[config.mk]
export PLATFORM = sky130hd
export DESIGN_NAME = smbus_host_regs
export DESIGN_NICKNAME = d
export VERILOG_FILES = /design/src/rtl/smbh_pkg.sv /design/src/rtl/smbh_xfer_fsm.sv /design/src/rtl/smbh_status_reg.sv /design/src/rtl/smbh_blk_buf.sv /design/src/rtl/smbus_host_regs.sv
export SDC_FILE = /design/constraint.sdc
export NUM_CORES = 1
export LEC_CHECK = 0
export CAP_MARGIN = 20
export CORE_MARGIN = 2
export CORE_UTILIZATION = 35
export CTS_CLUSTER_SIZE = 24
export DETAILED_ROUTE_END_ITERATION = 10
export MAX_ROUTING_LAYER = met4
export PLACE_DENSITY = 0.49
export SLEW_MARGIN = 25
export SYNTH_ARGS = -nofsm -noshare
export SYNTH_HDL_FRONTEND = slang
export SYNTH_SLANG_ARGS = --single-unit
[constraint.sdc]
create_clock -name clk -period 2.7 [get_ports clk]
set_input_delay 0.27 -clock clk [delete_from_list [all_inputs] [get_ports clk]]
set_output_delay 0.27 -clock clk [all_outputs]
set_load 0.01 [all_outputs]
[src/rtl/smbh_pkg.sv]
package smbh_pkg;
    // register offsets
    localparam int OFS_STAT  = 0;
    localparam int OFS_CTL   = 2;
    localparam int OFS_CMD   = 3;
    localparam int OFS_TADDR = 4;
    localparam int OFS_DLO   = 5;
    localparam int OFS_DHI   = 6;
    localparam int OFS_BLK   = 7;

    // status bit positions
    localparam int ST_BUSY   = 0;
    localparam int ST_INTR   = 1;
    localparam int ST_DEVERR = 2;
    localparam int ST_BDONE  = 7;

    localparam int CTL_GO    = 6;

    typedef enum logic [1:0] {
        XS_IDLE,
        XS_LAUNCH,
        XS_WAIT,
        XS_ABORT
    } xfer_state_t;

    function automatic logic prot_supported(input logic [2:0] code);
        return (code <= 3'd3) || (code == 3'd5);
    endfunction
endpackage

[src/rtl/smbh_xfer_fsm.sv]
module smbh_xfer_fsm import smbh_pkg::*; (
    input  logic clk,
    input  logic rst_n,
    input  logic go,
    input  logic err_pending,
    input  logic prot_ok,
    input  logic seq_done,
    input  logic seq_err,
    output logic busy,
    output logic seq_start,
    output logic set_ok,
    output logic set_fail
);
    xfer_state_t state_q, state_d;

    always_ff @(posedge clk or negedge rst_n) begin
        if (!rst_n) state_q <= XS_IDLE;
        else        state_q <= state_d;
    end

    always_comb begin
        state_d = state_q;
        unique case (state_q)
            XS_IDLE: begin
                if (go) state_d = (err_pending || !prot_ok) ? XS_ABORT : XS_LAUNCH;
            end
            XS_LAUNCH: state_d = XS_WAIT;
            XS_WAIT: begin
                if (seq_done || seq_err) state_d = XS_IDLE;
            end
            XS_ABORT: state_d = XS_IDLE;
        endcase
    end

    always_comb begin
        busy      = (state_q != XS_IDLE);
        seq_start = (state_q == XS_LAUNCH);
        set_ok    = (state_q == XS_WAIT) && seq_done && !seq_err;
        set_fail  = ((state_q == XS_WAIT) && seq_err) || (state_q == XS_ABORT);
    end
endmodule

[src/rtl/smbh_status_reg.sv]
module smbh_status_reg import smbh_pkg::*; (
    input  logic       clk,
    input  logic       rst_n,
    input  logic       clr_we,
    input  logic [7:0] clr_mask,
    input  logic       busy,
    input  logic       set_ok,
    input  logic       set_fail,
    output logic [7:0] stat
);
    localparam logic [7:0] HELD = (8'd1 << ST_INTR) | (8'd1 << ST_DEVERR) | (8'd1 << ST_BDONE);

    logic [7:0] held_q, keep_v, set_v;

    always_comb begin
        set_v            = '0;
        set_v[ST_INTR]   = set_ok;
        set_v[ST_BDONE]  = set_ok;
        set_v[ST_DEVERR] = set_fail;
        keep_v           = clr_we ? (held_q & ~clr_mask) : held_q;
    end

    // hardware set wins over a same-cycle clear
    always_ff @(posedge clk or negedge rst_n) begin
        if (!rst_n) held_q <= '0;
        else        held_q <= (keep_v | set_v) & HELD;
    end

    assign stat = held_q | {7'b0, busy};
endmodule

[src/rtl/smbh_blk_buf.sv]
module smbh_blk_buf #(
    parameter int DEPTH = 32,
    parameter int W     = 8
) (
    input  logic                     clk,
    input  logic                     rst_n,
    input  logic                     wr,
    input  logic                     rd,
    input  logic                     rewind,
    input  logic [W-1:0]             wdata,
    output logic [W-1:0]             rdata,
    output logic [$clog2(DEPTH)-1:0] idx
);
    localparam int IDX_W = $clog2(DEPTH);
    localparam logic [IDX_W-1:0] LAST = IDX_W'(DEPTH - 1);

    logic [W-1:0]     mem [DEPTH];
    logic [IDX_W-1:0] idx_q;

    always_ff @(posedge clk or negedge rst_n) begin
        if (!rst_n) begin
            for (int i = 0; i < DEPTH; i++) mem[i] <= '0;
        end else if (wr) begin
            mem[idx_q] <= wdata;
        end
    end

    always_ff @(posedge clk or negedge rst_n) begin
        if (!rst_n)         idx_q <= '0;
        else if (rewind)    idx_q <= '0;
        else if (wr || rd)  idx_q <= (idx_q == LAST) ? '0 : idx_q + 1'b1;
    end

    assign rdata = mem[idx_q];
    assign idx   = idx_q;
endmodule

[src/rtl/smbus_host_regs.sv]
module smbus_host_regs import smbh_pkg::*; #(
    parameter int ADDR_W    = 8,
    parameter int BLK_DEPTH = 32
) (
    input  logic              clk,
    input  logic              rst_n,
    input  logic [ADDR_W-1:0] bus_addr,
    input  logic              wr_en,
    input  logic              rd_en,
    input  logic [7:0]        wr_data,
    output logic [7:0]        rd_data,
    output logic              seq_start,
    output logic [2:0]        seq_prot,
    output logic              seq_rnw,
    output logic [6:0]        seq_taddr,
    output logic [7:0]        seq_cmd,
    output logic [15:0]       seq_wdata,
    input  logic              seq_done,
    input  logic              seq_err,
    input  logic [15:0]       seq_rdata,
    input  logic              seq_ld_lo,
    input  logic              seq_ld_hi
);
    localparam int IDX_W = $clog2(BLK_DEPTH);

    logic wr_act, rd_act;
    logic hit_stat, hit_ctl, hit_cmd, hit_taddr, hit_dlo, hit_dhi, hit_blk;
    logic [7:0] ctl_q, cmd_q, taddr_q, dlo_q, dhi_q;
    logic [7:0] stat_w, blk_rdata, rd_next;
    logic [IDX_W-1:0] blk_idx;
    logic busy, set_ok, set_fail, go;
    logic unused_ctl;

    assign wr_act    = wr_en;
    assign rd_act    = rd_en & ~wr_en;
    assign hit_stat  = (bus_addr == ADDR_W'(OFS_STAT));
    assign hit_ctl   = (bus_addr == ADDR_W'(OFS_CTL));
    assign hit_cmd   = (bus_addr == ADDR_W'(OFS_CMD));
    assign hit_taddr = (bus_addr == ADDR_W'(OFS_TADDR));
    assign hit_dlo   = (bus_addr == ADDR_W'(OFS_DLO));
    assign hit_dhi   = (bus_addr == ADDR_W'(OFS_DHI));
    assign hit_blk   = (bus_addr == ADDR_W'(OFS_BLK));

    assign go = wr_act && hit_ctl && wr_data[CTL_GO];

    smbh_xfer_fsm u_fsm (
        .clk        (clk),
        .rst_n      (rst_n),
        .go         (go),
        .err_pending(stat_w[ST_DEVERR]),
        .prot_ok    (prot_supported(wr_data[4:2])),
        .seq_done   (seq_done),
        .seq_err    (seq_err),
        .busy       (busy),
        .seq_start  (seq_start),
        .set_ok     (set_ok),
        .set_fail   (set_fail)
    );

    smbh_status_reg u_stat (
        .clk     (clk),
        .rst_n   (rst_n),
        .clr_we  (wr_act && hit_stat),
        .clr_mask(wr_data),
        .busy    (busy),
        .set_ok  (set_ok),
        .set_fail(set_fail),
        .stat    (stat_w)
    );

    smbh_blk_buf #(.DEPTH(BLK_DEPTH), .W(8)) u_blk (
        .clk   (clk),
        .rst_n (rst_n),
        .wr    (wr_act && hit_blk),
        .rd    (rd_act && hit_blk),
        .rewind((wr_act && hit_stat) || (rd_act && hit_ctl)),
        .wdata (wr_data),
        .rdata (blk_rdata),
        .idx   (blk_idx)
    );

    always_ff @(posedge clk or negedge rst_n) begin
        if (!rst_n) begin
            ctl_q   <= '0;
            cmd_q   <= '0;
            taddr_q <= '0;
        end else if (wr_act) begin
            if (hit_ctl)   ctl_q   <= wr_data;
            if (hit_cmd)   cmd_q   <= wr_data;
            if (hit_taddr) taddr_q <= wr_data;
        end
    end

    // engine return data takes priority over a host write
    always_ff @(posedge clk or negedge rst_n) begin
        if (!rst_n) begin
            dlo_q <= '0;
            dhi_q <= '0;
        end else begin
            if (set_ok && seq_ld_lo)       dlo_q <= seq_rdata[7:0];
            else if (wr_act && hit_dlo)    dlo_q <= wr_data;
            if (set_ok && seq_ld_hi)       dhi_q <= seq_rdata[15:8];
            else if (wr_act && hit_dhi)    dhi_q <= wr_data;
        end
    end

    always_comb begin
        rd_next = '0;
        if (hit_stat)  rd_next = stat_w;
        if (hit_ctl)   rd_next = {3'b000, ctl_q[4:0]};
        if (hit_cmd)   rd_next = cmd_q;
        if (hit_taddr) rd_next = taddr_q;
        if (hit_dlo)   rd_next = dlo_q;
        if (hit_dhi)   rd_next = dhi_q;
        if (hit_blk)   rd_next = blk_rdata;
    end

    always_ff @(posedge clk or negedge rst_n) begin
        if (!rst_n)      rd_data <= '0;
        else if (rd_act) rd_data <= rd_next;
    end

    assign seq_prot   = ctl_q[4:2];
    assign seq_rnw    = taddr_q[0];
    assign seq_taddr  = taddr_q[7:1];
    assign seq_cmd    = cmd_q;
    assign seq_wdata  = {dhi_q, dlo_q};
    assign unused_ctl = ^ctl_q[7:5];
endmodule

==> flow_metrics.py, run 1 <==
metrics = {
    "timing": {
        "hold_slack_ns": 0.252,
        "tns_ns": 0,
        "min_period_ns": 2.54,
        "worst_pin_slew_ns": 0.973,
        "drv_slew": 0,
        "finalCritPeriodShare_pct": 93.9,
        "fmax_mhz": 394,
        "skew_ns": 0.00824,
        "rsz0062_at_grt": "no",
        "setup_viol": 0,
        "slew_headroom_pct": 34.9,
        "hold_viol": 0,
    },
    "placement": {
        "hpwlAfterDp_microns": 28400,
        "io_buffers": 83,
        "gp_congestion": 0.812,
        "placed_cells": 1705,
    },
    "routing": {
        "wirelength_microns": 42200,
        "drc": 0,
        "ant_nets": 0,
        "avgViaCountPerCell": 5.41,
        "dr.first_iter.drc_count": 619,
        "vias": 9584,
        "wl_per_cell_microns": 23.8,
        "firstDrtPassIters": 5,
    },
    "layout": {
        "final_util_pct": 42.7,
        "drive_gt1_share_pct": 40.1,
        "syn2layout_area_growth_pct": 20.7,
        "final_common_cell": "dfrtp_1",
        "final_cell_mix": "309 x dfrtp_1, 278 x mux2_2, 81 x clkdlybuf4s50_1",
        "nets": 1251,
        "fillCellCount": 3910,
        "stdcell_count": 1773,
    },
    "die": {
        "start_util_pct": 35.4,
        "die_w_microns": 210,
        "coreArea_sq_um": 41900,
        "io_pins": 84,
        "dieArea_sq_um": 44100,
        "die_y_microns": 210,
        "num_rows": 75,
    },
    "worst_setup_path": {
        "cp.required_ns": 3.09,
        "path_class": "reg2reg",
        "startpoint_type": "flip-flop",
        "endpoint_kind": "flip-flop",
        "r2r_cells": 6,
        "critical_path.max_fanout": 14,
        "cp.arrival_ns": 2.93,
    },
    "cts": {
        "cts_made_buffers": 37,
        "clk_latency_ns": 0.53,
        "cts_root_buffer": "clkbuf_16",
        "clk_pin_slew_ns": 0.06,
        "cts_htree_levels": 2,
        "cts_tree": "yes",
        "cts_setup_buffers": 0,
        "clock_path_buffers": 3,
        "cts.sinks": 311,
    },
    "power_and_ir_drop": {
        "switchingPower_w": 0.00238,
        "finalPower_w": 0.0107,
        "clockPowerShare_pct": 49.6,
        "p_int_w": 0.00828,
        "max-vdd-ir-drop_v": 0.000314,
        "power_density_nw_per_um2": 595,
        "p_comb_share_pct": 5.8,
        "sw_frac_of_total_pct": 22.4,
        "total_leakage_power_nw": 8.26,
        "seq_power_share_pct": 44.6,
    },
    "global_route": {
        "grt_usage_pct": 20.2,
        "grt_pass1_wl_microns": 65000,
        "antenna_found_initial": 0,
        "grt-ovfl-total": 0,
        "grt_max_degree": 74,
        "grt_pass1_vias": 9943,
    },
    "logic_synthesis": {
        "async_flop_share_pct": 100,
        "synth-seq-area-share_pct": 52.4,
        "synth_area_sq_um": 14800,
        "ys_warn_count": 0,
        "syn_area_per_cell_sq_um": 13.5,
        "synth_nets": 1141,
        "yosys_register_bits": 311,
        "synth_ff_type": "dfrtp_1",
        "syn_inst": 1096,
        "synth.distinct_cells": 67,
        "synth-edff-count": 0,
    },
    "run": {
        "maxCapViolations": 0,
    },
    "worst_hold_path": {
        "hold_class": "in2async",
    },
    "run_status": {
        "status": "finished clean",
    },
}
[cell type report]
cell class,count,area (sq um),share of cell area (%)
multi-input combinational,696,6660,37.2
tap,539,674,3.77
antenna,1,2.50,0.0140
clock buffer,58,1160,6.46
timing repair buffer,153,1460,8.14
sequential,311,7790,43.5
inverter,7,26.3,0.147
clock inverter,8,146,0.817
[final timing paths]
check,start,to,slack [ns]
max in group asynchronous,rst_n,u_blk.mem[89]$_DFFE_PN0P_,1.67
worst max register to register,u_blk.idx[1]$_DFFE_PN0P_,rd_data[4]$_DFFE_PN0P_,0.16
worst min-delay path,rst_n,ctl_q[4]$_DFFE_PN0N_,0.25
worst max-delay path,u_blk.idx[1]$_DFFE_PN0P_,rd_data[4]$_DFFE_PN0P_,0.16
worst min register to register,u_stat.held_q[7]$_DFF_PN0_,u_stat.held_q[7]$_DFF_PN0_,0.48
min in group clk,seq_rdata[12],dhi_q[4]$_DFFE_PN0P_,0.30
[layer usage]
metal | vias up | share of wire [%] | global-route usage [%] | routed length, microns
li1 | 4314 | - | - | -
met1 | 5023 | 47 | 27.7 | 19700
met2 | 208 | 48 | 32.0 | 20000
met3 | 39 | 4.0 | 2.86 | 1670
met4 | 0 | 1.8 | 4.84 | 753
met5 | - | 0 | - | 0
[state kept, by name, indices dropped and copies added, names as in the netlist]
signal / count
u_fsm.state_q: 2
seq_cmd: 8
u_blk.idx: 5
u_blk.mem: 256
u_stat.held_q: 3
ctl_q: 5
taddr_q: 8
dlo_q: 8
rd_data: 8
dhi_q: 8
[metrics by stage]
| step | setup WS (ns) | area, sq um |
|---|---|---|
| floorplan | 0.492 | 14800 |
| global placement | -0.214 | 16600 |
| detailed placement | -0.180 | 16600 |
| CTS | 0.0974 | 17900 |
| global route | 0.0511 | 17900 |
| finish | 0.164 | 17900 |
[synth_stat cells (3+ instances only)]
| library cell | n | area share [%] |
|---|---|---|
| dfrtp_1 | 311 | 52 |
| mux2_2 | 278 | 21 |
| mux2i_1 | 75 | 5.1 |
| clkbuf_1 | 47 | 1.2 |
| nand2_1 | 35 | 0.89 |
| mux4_2 | 34 | 5.2 |
| nand2_2 | 33 | 1.4 |
| o21ai_0 | 29 | 0.98 |
| nor2_1 | 23 | 0.58 |
| o22ai_1 | 23 | 0.97 |
| buf_2 | 18 | 0.61 |
| a31oi_1 | 12 | 0.51 |
| buf_4 | 12 | 0.61 |
| nor4_1 | 11 | 0.46 |
| a22oi_1 | 10 | 0.51 |
| a21oi_1 | 9 | 0.30 |
| mux2_1 | 9 | 0.68 |
| nand3_1 | 9 | 0.30 |
| nor2b_1 | 8 | 0.34 |
| and2_1 | 7 | 0.29 |
| and3_1 | 6 | 0.25 |
| inv_1 | 6 | 0.15 |
| nand2b_1 | 6 | 0.25 |
| ha_1 | 5 | 0.42 |
| nand4_1 | 5 | 0.21 |
| a32oi_1 | 4 | 0.24 |
| buf_1 | 4 | 0.10 |
| nor3b_1 | 4 | 0.20 |
| o2111ai_1 | 4 | 0.24 |
| a211o_1 | 3 | 0.18 |
| a41oi_1 | 3 | 0.18 |
| nand4b_1 | 3 | 0.18 |
| nor3_1 | 3 | 0.10 |
| or2_2 | 3 | 0.13 |
| or4_1 | 3 | 0.15 |
[cells by family after synthesis]
kind of cell / share of synthesized area [%]
multiplexers: 32.0
flip-flops: 52.4
AND/OR/NAND/NOR: 7.22
AO/OA/AOI/OAI: 5.19
buffers and inverters: 2.76
adder cells (fa/ha/maj): 0.421
[power groups by stage]
stage	registers, W	logic, W	clock network (W)
detailed placement	0.00484	0.000634	0
floorplan	0.00483	0.000258	0
global route	0.00476	0.000679	0.00562
CTS	0.00476	0.000638	0.00542
global placement	0.00484	0.000632	0
finish	0.00476	0.000620	0.00528
[worst max-delay path, stage by stage (launching register included)]
cell and delay, ns:
dfrtp_4 0.60, buf_4 0.20, mux2i_1 0.26, o22ai_1 0.13
or4_1 0.65, a221oi_1 0.41, a31oi_1 0.14
[timing repair]
item	in CTS	in global routing
endpoints found under the setup margin	1	1
gates resized for setup	1	1
hold endpoints to repair	43	0
hold buffers	1	0
No activity file was read; power rests on OpenSTA's default activity.
==> run 2, diff against run 1 <==
--- a/config.mk
+++ b/config.mk
@@ -10,6 +10,7 @@
 export CORE_UTILIZATION = 35
 export CTS_CLUSTER_SIZE = 24
 export DETAILED_ROUTE_END_ITERATION = 10
+export HOLD_SLACK_MARGIN = 0.05
 export MAX_ROUTING_LAYER = met4
 export PLACE_DENSITY = 0.49
 export SLEW_MARGIN = 25
==> results of run 2 <==
Same layout as run 1: the final DEF is identical, and so are final timing and power.
